`config.mk`:
```
export PLATFORM = sky130hd
export DESIGN_NAME = rem_unit
export DESIGN_NICKNAME = d
export VERILOG_FILES = /design/src/rtl/rem_pkg.sv /design/src/rtl/rem_special.sv /design/src/rtl/rem_prep.sv /design/src/rtl/rem_core.sv /design/src/rtl/rem_unit.sv
export SDC_FILE = /design/constraint.sdc
export NUM_CORES = 1
export LEC_CHECK = 0
export ABC_AREA = 1
export BUFFER_PORTS_ARGS = -buffer_cell sky130_fd_sc_hd__buf_2
export CAP_MARGIN = 20
export CORE_ASPECT_RATIO = 1.4
export CORE_UTILIZATION = 50
export CTS_BUF_LIST = sky130_fd_sc_hd__clkbuf_8
export DETAILED_ROUTE_END_ITERATION = 8
export GPL_TIMING_DRIVEN = 1
export HOLD_SLACK_MARGIN = 0.08
export PLACE_DENSITY = 0.69
export SLEW_MARGIN = 20
export SYNTH_ARGS = -nofsm -noshare
export SYNTH_HDL_FRONTEND = slang
export SYNTH_SLANG_ARGS = --single-unit
```
`constraint.sdc`:
```
create_clock -name clk -period 3.1 [get_ports clk]
set_input_delay 0.31 -clock clk [delete_from_list [all_inputs] [get_ports clk]]
set_output_delay 0.31 -clock clk [all_outputs]
set_load 0.02 [all_outputs]
```
`src/rtl/rem_pkg.sv`:
```
package rem_pkg;
  localparam int unsigned REM_XLEN = 64;

  typedef struct packed {
    logic sgn;
    logic word;
  } rem_mode_t;
endpackage

```
`src/rtl/rem_special.sv`:
```
module rem_special #(
  parameter int unsigned XLEN = rem_pkg::REM_XLEN
) (
  input  logic [XLEN-1:0]   opa,
  input  logic [XLEN-1:0]   opb,
  input  rem_pkg::rem_mode_t mode,
  output logic              force_zero
);
  localparam int unsigned HALF = XLEN / 2;

  logic [HALF-1:0] a_lo, b_lo;
  logic zero_w, zero_d, min_w, min_d, am1_w, am1_d, bm1_w, bm1_d, bp1_w, bp1_d;
  logic sgn_hit_w, sgn_hit_d;

  always_comb begin
    a_lo   = opa[HALF-1:0];
    b_lo   = opb[HALF-1:0];
    zero_w = (b_lo == '0);
    zero_d = (opb == '0);
    min_w  = (a_lo == {1'b1, {(HALF-1){1'b0}}});
    min_d  = (opa  == {1'b1, {(XLEN-1){1'b0}}});
    am1_w  = &a_lo;
    am1_d  = &opa;
    bm1_w  = &b_lo;
    bm1_d  = &opb;
    bp1_w  = (b_lo == HALF'(1));
    bp1_d  = (opb  == XLEN'(1));
    sgn_hit_w = (min_w & bm1_w) | (am1_w & (bm1_w | bp1_w));
    sgn_hit_d = (min_d & bm1_d) | (am1_d & (bm1_d | bp1_d));
    if (mode.word) force_zero = zero_w | (mode.sgn & sgn_hit_w);
    else           force_zero = zero_d | (mode.sgn & sgn_hit_d);
  end
endmodule

```
`src/rtl/rem_prep.sv`:
```
module rem_prep #(
  parameter int unsigned XLEN = rem_pkg::REM_XLEN,
  parameter int unsigned CW   = $clog2(XLEN + 1)
) (
  input  logic [XLEN-1:0]    opa,
  input  logic [XLEN-1:0]    opb,
  input  rem_pkg::rem_mode_t mode,
  output logic [XLEN-1:0]    dividend,
  output logic [XLEN-1:0]    divisor,
  output logic               neg_dvd,
  output logic [CW-1:0]      iters
);
  localparam int unsigned HALF = XLEN / 2;

  logic [HALF-1:0] a_lo, b_lo, am_w, bm_w;
  logic [XLEN-1:0] am_d, bm_d;
  logic an_w, bn_w, an_d, bn_d;

  always_comb begin
    a_lo = opa[HALF-1:0];
    b_lo = opb[HALF-1:0];
    an_w = mode.sgn & a_lo[HALF-1];
    bn_w = mode.sgn & b_lo[HALF-1];
    an_d = mode.sgn & opa[XLEN-1];
    bn_d = mode.sgn & opb[XLEN-1];
    am_w = an_w ? -a_lo : a_lo;
    bm_w = bn_w ? -b_lo : b_lo;
    am_d = an_d ? -opa : opa;
    bm_d = bn_d ? -opb : opb;
    if (mode.word) begin
      dividend = {am_w, {HALF{1'b0}}};
      divisor  = {{HALF{1'b0}}, bm_w};
      neg_dvd  = an_w;
      iters    = CW'(HALF);
    end else begin
      dividend = am_d;
      divisor  = bm_d;
      neg_dvd  = an_d;
      iters    = CW'(XLEN);
    end
  end
endmodule

```
`src/rtl/rem_core.sv`:
```
module rem_core #(
  parameter int unsigned XLEN = rem_pkg::REM_XLEN,
  parameter int unsigned CW   = $clog2(XLEN + 1)
) (
  input  logic            clk,
  input  logic            rst,
  input  logic            load,
  input  logic [XLEN-1:0] dividend,
  input  logic [XLEN-1:0] divisor,
  input  logic [CW-1:0]   iters,
  output logic            fin,
  output logic [XLEN-1:0] rem
);
  logic [XLEN-1:0] acc, dq, dvs;
  logic [CW-1:0]   cnt;
  logic [XLEN:0]   shifted;
  logic            fits;

  always_comb begin
    shifted = {acc, dq[XLEN-1]};
    fits    = (shifted >= {1'b0, dvs});
  end

  always_ff @(posedge clk) begin
    if (rst) begin
      acc <= '0;
      dq  <= '0;
      dvs <= '0;
      cnt <= '0;
      fin <= 1'b0;
    end else begin
      fin <= 1'b0;
      if (load) begin
        acc <= '0;
        dq  <= dividend;
        dvs <= divisor;
        cnt <= iters;
      end else if (cnt != '0) begin
        acc <= fits ? XLEN'(shifted - {1'b0, dvs}) : shifted[XLEN-1:0];
        dq  <= dq << 1;
        cnt <= cnt - 1'b1;
        if (cnt == CW'(1)) fin <= 1'b1;
      end
    end
  end

  assign rem = acc;
endmodule

```
`src/rtl/rem_unit.sv`:
```
module rem_unit #(
  parameter int unsigned XLEN = rem_pkg::REM_XLEN
) (
  input  logic            clk,
  input  logic            rst,
  input  logic            in_valid,
  output logic            in_ready,
  input  logic [XLEN-1:0] opa,
  input  logic [XLEN-1:0] opb,
  input  logic            is_signed,
  input  logic            is_word,
  output logic            done,
  output logic [XLEN-1:0] result
);
  localparam int unsigned HALF = XLEN / 2;
  localparam int unsigned CW   = $clog2(XLEN + 1);

  rem_pkg::rem_mode_t mode;
  logic busy, accept, force_zero, neg_dvd, neg_q, word_q, core_fin;
  logic [XLEN-1:0] dividend, divisor, core_rem, signed_rem, fmt;
  logic [CW-1:0] iters;

  assign mode.sgn  = is_signed;
  assign mode.word = is_word;
  assign in_ready  = ~busy;
  assign accept    = in_valid & ~busy;

  rem_special #(.XLEN(XLEN)) u_special (
    .opa(opa), .opb(opb), .mode(mode), .force_zero(force_zero));

  rem_prep #(.XLEN(XLEN), .CW(CW)) u_prep (
    .opa(opa), .opb(opb), .mode(mode), .dividend(dividend),
    .divisor(divisor), .neg_dvd(neg_dvd), .iters(iters));

  rem_core #(.XLEN(XLEN), .CW(CW)) u_core (
    .clk(clk), .rst(rst), .load(accept & ~force_zero), .dividend(dividend),
    .divisor(divisor), .iters(iters), .fin(core_fin), .rem(core_rem));

  always_comb begin
    signed_rem = neg_q ? -core_rem : core_rem;
    fmt = word_q ? {{HALF{1'b0}}, signed_rem[HALF-1:0]} : signed_rem;
  end

  always_ff @(posedge clk) begin
    if (rst) begin
      busy   <= 1'b0;
      done   <= 1'b0;
      result <= '0;
      neg_q  <= 1'b0;
      word_q <= 1'b0;
    end else begin
      done <= 1'b0;
      if (accept) begin
        neg_q  <= neg_dvd;
        word_q <= is_word;
        if (force_zero) begin
          done   <= 1'b1;
          result <= '0;
        end else begin
          busy <= 1'b1;
        end
      end
      if (core_fin) begin
        busy   <= 1'b0;
        done   <= 1'b1;
        result <= fmt;
      end
    end
  end
endmodule

```
==> results of run 1 <==
registers in the layout, indices dropped and copies added, names as in the netlist:
signal	cells
u_core.dvs	64
u_core.rem	64
busy	1
u_core.dq	64
neg_q	1
word_q	1
done	1
u_core.fin	1
result	64
u_core.cnt	7
metrics by stage:
step                setup WS, ps  power (uW)  instance area (sq um)  util [%]  hold slack (ps)
finish                       113       22700                  26500      57.3             90.9
global route               -12.0       24300                  26400      57.3              111
CTS                          190       22100                  26400      57.1             84.2
detailed placement           177       18900                  25500      55.2              441
global placement             188       18800                  25500      55.2              439
floorplan                    757       14200                  23500         -              426
cell usage in the layout, fill, tap and decap left out, types with 7 or more instances in the layout:
| master | Yosys | final |
|---|---|---|
| nand3b_1 | 9 | 9 |
| nor4_1 | 18 | 18 |
| nor3_1 | 47 | 46 |
| o21bai_1 | 11 | 11 |
| a211oi_1 | 21 | 21 |
| o21ai_0 | 337 | 335 |
| o31ai_1 | 7 | 7 |
| inv_1 | 496 | 503 |
| nand3_1 | 266 | 266 |
| buf_4 | 7 | 97 |
| o2111ai_1 | 7 | 7 |
| xnor2_1 | 27 | 27 |
| nand2_1 | 1030 | 1029 |
| clkbuf_8 | 0 | 53 |
| o21ai_1 | 47 | 48 |
| o211ai_1 | 13 | 13 |
| xor2_1 | 84 | 84 |
| a21oi_1 | 296 | 295 |
| nor2_2 | 12 | 14 |
| buf_12 | 0 | 10 |
| dfxtp_1 | 268 | 265 |
| o21a_1 | 10 | 10 |
| or2_2 | 16 | 16 |
| ha_1 | 72 | 69 |
| buf_2 | 36 | 197 |
| nor2_1 | 750 | 747 |
| a21o_1 | 8 | 8 |
| and3_1 | 10 | 10 |
| nand4_1 | 106 | 106 |
critical path: stages (launching register included):
cell     delay [ps]
dfxtp_1         610
ha_1            330
nand2_1         130
o21ai_0         160
a21oi_1         260
nor2_1           60
nor2_1          130
nand2_1         140
nor2_1          190
nand2_4         160
buf_12          210
o21ai_0         370
a21oi_1          70
nor2_1           90
per-layer routing:
layer  vias up  track usage (%)  wire length, um
li1      13923                -                -
met1     12680             45.9            37300
met2      1261             68.0            45700
met3       337             5.97             6870
met4         0             32.6             8870
met5         -                0                0
final cells by class:
class,instances,area (sq um)
timing repair buffer,306,1950
multi-input combinational,3246,15600
antenna,2,5.00
fill,5108,19700
tap,617,772
inverter,503,1890
clock buffer,53,729
sequential,268,5370
clock inverter,20,154
final timing paths:
path         slack [ps]                          end  depth (start not counted)                        start
max                 110  u_core.rem[62]$_SDFFE_PP0P_                         13  u_core.rem[50]$_SDFFE_PP0P_
min                  90  u_core.dvs[61]$_SDFFE_PP0P_                          4                      opb[61]
max reg2reg         110  u_core.rem[62]$_SDFFE_PP0P_                         13  u_core.rem[50]$_SDFFE_PP0P_
min reg2reg         450  u_core.dvs[53]$_SDFFE_PP0P_                          2  u_core.dvs[53]$_SDFFE_PP0P_
report_power, final:
part | total [uW] | switching, uW | internal, uW
registers | 4640 | 553 | 4080
logic | 14800 | 10000 | 4760
clock network | 3250 | 1540 | 1710
cells by family after synthesis:
logic type / Yosys count / share of synthesized area [%]
and+or+nand+nor: 2284 / 40.5
AOI/OAI and AO/OA: 777 / 17.6
buffers and inverters: 651 / 10.9
DFF: 268 / 22.9
xor gates and xnor gates: 111 / 4.14
adders and majority gates: 73 / 3.93
muxes: 1 / 0.0427
what timing repair did:
| item | 4_1_cts | 5_1_grt |
|---|---|---|
| gates resized for setup | 0 | 12 |
| endpoints found under the hold margin | 1 | 0 |
| hold buffers | 1 | 0 |
| setup endpoints to repair | 0 | 28 |
==> reports/qor.yml, run 1 <==
status: "finished clean"
dieArea_sq_um: 47800
antenna_found_initial: 2
postSynthCellCount: 4165
setup_tns_ps: 0
required_ps: 3650
max-clock-path-buffers: 3
die_h_um: 258
min_path_type: "input port to flip-flop"
end_kind: "flip-flop"
critPathLaunchType: "flip-flop"
fin_crit_sh_pct: 96.4
ir_drop_v: 0.000576
ant_nets: 0
areaGrowthSynthToFinish_pct: 12.8
setup_violations: 0
clock_skew_ps: 30.9
clock-root-buffer: "clkbuf_8"
grt_overflow: 0
synth_top_area_share_pct: 22.9
fin_cells: 5015
yosysWarnings: 0
netlist_area_sq_um: 23500
cts_buffers: 43
chipWidth_um: 185
port_buffers: 198
hold_viol_final: 0
wl_per_cell_um: 19.7
grt_pass1_vias: 25915
placementRows: 93
synth_flop_cell: "dfxtp_1"
viasPerCell: 5.62
path_class: "flip-flop to flip-flop"
relSlewSlack_pct: 43.6
core_sq_um: 46200
worst_pin_slew_ps: 837
clock_latency_ps: 600
synth_top_area_cell: "dfxtp_1"
ys_seq_area_share_pct: 22.9
htree_levels: 2
leakagePower_uw: 0.0125
grt.total_usage_pct: 40.7
yosysUniqueCellTypes: 51
drt-initial-drc-count: 2606
syn-num-nets: 4371
ios: 199
final_nets: 4574
start_util_pct: 50.8
path_clk_slew_ps: 80
dpl.hpwl_mm: 79.0
grt_pass1_wl_mm: 147
first_pass_iters: 6
wl_mm: 98.7
drv_cap: 0
vias: 28201
cp_max_fo: 38
synth_common_cells: "1030 x nand2_1, 750 x nor2_1, 496 x inv_1"
maxSlewViolCount: 0
place_inst: 4938
cts_tree: "built"
synth_seq_cells: 268
post_cts_buffers: 0
async_flop_share_pct: 0
cts.sinks: 268
avgSynthCellArea_sq_um: 5.63
arrival_ps: 3540
grt_start_max_net_pins: 110
ys_top_cells_by_area: "dfxtp_1 23%, nand2_1 16%, nor2_1 12%"
synth-edff-count: 0
yosysMostFrequentCell: "nand2_1"
powerDensity_nw_per_um2: 858
fmax_ghz: 0.335
min_period_ps: 2990
drive_gt1_share_pct: 9.76
place_congestion: 1.14
drc: 0
No activity file was read; power rests on OpenSTA's default activity.
==> inputs of run 2 (changes only) <==
CELL_PAD_IN_SITES_DETAIL_PLACEMENT = 1   (was default)
CELL_PAD_IN_SITES_GLOBAL_PLACEMENT = 2   (was default)
CORE_UTILIZATION = 35   (was 50)
PLACE_DENSITY = default   (was 0.69)
PLACE_DENSITY_LB_ADDON = 0.1   (was default)
clock period = 3.44 ns   (was 3.1 ns; I/O delays follow)
==> run 2 against run 1 <==
The flow now finishes with violations (DRC); setup slack gained 160 ps; via count grew 0.15%; largest power group unchanged; sequential share of layout area shrank 0.25 points; critical path type unchanged.
==> reports/qor.yml, run 2 (synthesis gave the netlist of run 1 again) <==
status: "complete, but fails checks"
violations: "DRC"
setup_tns_ps: 0
layout_common_cells: "1029 x nand2_1, 749 x nor2_1, 505 x inv_1"
grt.total_usage_pct: 34.2
setup_violations: 0
fill_cells: 9399
crit_chain: "inv_1 > ha_1 > nand3_1 > nor2_2 > nand3_1 > nor2_1 > nand2_1 > nor2_1 > nand2_1 > nand2_2 > o211ai_2 > o21ai_0 > a21oi_1"
chipWidth_um: 221
htree_levels: 2
clock-root-buffer: "clkbuf_8"
core_sq_um: 65800
worst_path_largest_cell_delay_ps: 410
max-clock-path-buffers: 3
path_buf_inv: 1
arrival_ps: 3680
antenna_found_initial: 3
ant_nets: 0
drv_cap: 0
path_clk_slew_ps: 70
fmax_ghz: 0.315
ios: 199
critPathTopFamily: "simple AND/OR/NAND/NOR gates"
wl_mm: 117
min_period_ps: 3170
drt-initial-drc-count: 1503
dpl.hpwl_mm: 96.9
dieArea_sq_um: 68100
grt_pass1_vias: 28331
cp_max_fo: 8
required_ps: 3950
grt_overflow: 0
relSlewSlack_pct: 42.8
final_common_cell: "nand2_1"
final_nets: 4579
wl_per_cell_um: 22.4
drc: 4
areaGrowthSynthToFinish_pct: 14.1
maxSlewViolCount: 0
fin_ws_ps: 270
post_cts_buffers: 0
rsz0062_at_grt: "no"
start_util_pct: 35.6
clock_skew_ps: 74.5
cts_tree: "built"
grt_pass1_wl_mm: 173
path_class: "flip-flop to flip-flop"
leakagePower_uw: 0.0125
vias: 28243
powerDensity_nw_per_um2: 790
drive_gt1_share_pct: 9.58
cp_slowest_cell: "o21ai_0"
fin_cells: 5253
ir_drop_v: 0.000751
die_h_um: 308
grt_start_max_net_pins: 110
cts.sinks: 268
placementRows: 111
first_pass_iters: 7
cts_buffers: 45
dpl_worst_slack_ps: 336
min_path_type: "input port to flip-flop"
worst_pin_slew_ps: 858
hold_viol_final: 0
critPathLaunchType: "flip-flop"
end_kind: "flip-flop"
port_buffers: 198
viasPerCell: 5.38
place_congestion: 1.02
fin_crit_sh_pct: 92.1
place_inst: 5167
clock_latency_ps: 660
-- run 2: what timing repair did --
action,CTS,global route
hold endpoints to repair,13,0
setup endpoints to repair,0,1
resized for setup,0,1
hold buffers,6,0
-- run 2: per-stage QoR --
stage                     power (uW)  hold WS (ps)  area [sq um]  utilization, %
after floorplan                12800           426         23500               -
after global placement         17700           440         25800            39.1
after detailed placement       17800           445         25800            39.1
after CTS                      21000          85.3         26800            40.6
after global routing           22700           134         26800            40.7
final                          21100           126         26800            40.7
-- run 2: path summary, 6_finish.rpt --
| kind | startpoint | endpoint | slack, ps | cells after the start |
|---|---|---|---|---|
| worst min-delay path | opb[44] | u_core.dvs[44]$_SDFFE_PP0P_ | 130 | 3 |
| worst max register to register | u_core.rem[0]$_SDFFE_PP0P_ | result[34]$_SDFFE_PP0P_ | 270 | 13 |
| worst min register to register | u_core.dvs[61]$_SDFFE_PP0P_ | u_core.dvs[61]$_SDFFE_PP0P_ | 460 | 2 |
| worst max-delay path | u_core.rem[0]$_SDFFE_PP0P_ | result[34]$_SDFFE_PP0P_ | 270 | 13 |
-- run 2: final cells by class --
class / instances / area (sq um) / area share, %
diodes: 2 / 5.00 / 0.0187
clock buffers: 53 / 729 / 2.73
clock inverters: 25 / 196 / 0.734
inverters: 503 / 1890 / 7.07
multi-input cells: 3246 / 15600 / 58.1
flip-flops and latches: 268 / 5370 / 20.0
well taps: 847 / 1060 / 3.96
repair buffers: 309 / 1960 / 7.34
-- run 2: worst register-to-register path: stages (launching register included) --
cell	delay [ps]
dfxtp_1	370
inv_1	160
ha_1	310
nand3_1	180
nor2_2	240
nand3_1	210
nor2_1	240
nand2_1	150
nor2_1	240
nand2_1	100
nand2_2	170
o211ai_2	150
o21ai_0	410
a21oi_1	120
-- run 2: power breakdown --
part	switching [uW]	internal (uW)	total, uW
logic	9560	4220	13800
clock network	1500	1570	3070
registers	619	3680	4300
total	11700	9460	21100
-- run 2: per-layer routing --
| layer | part of all wire [%] | GRT usage (%) |
|---|---|---|
| met5 | 0.012 | 0 |
| met2 | 50 | 60.4 |
| met4 | 8.4 | 25.4 |
| met3 | 2.9 | 3.40 |
| met1 | 39 | 37.3 |
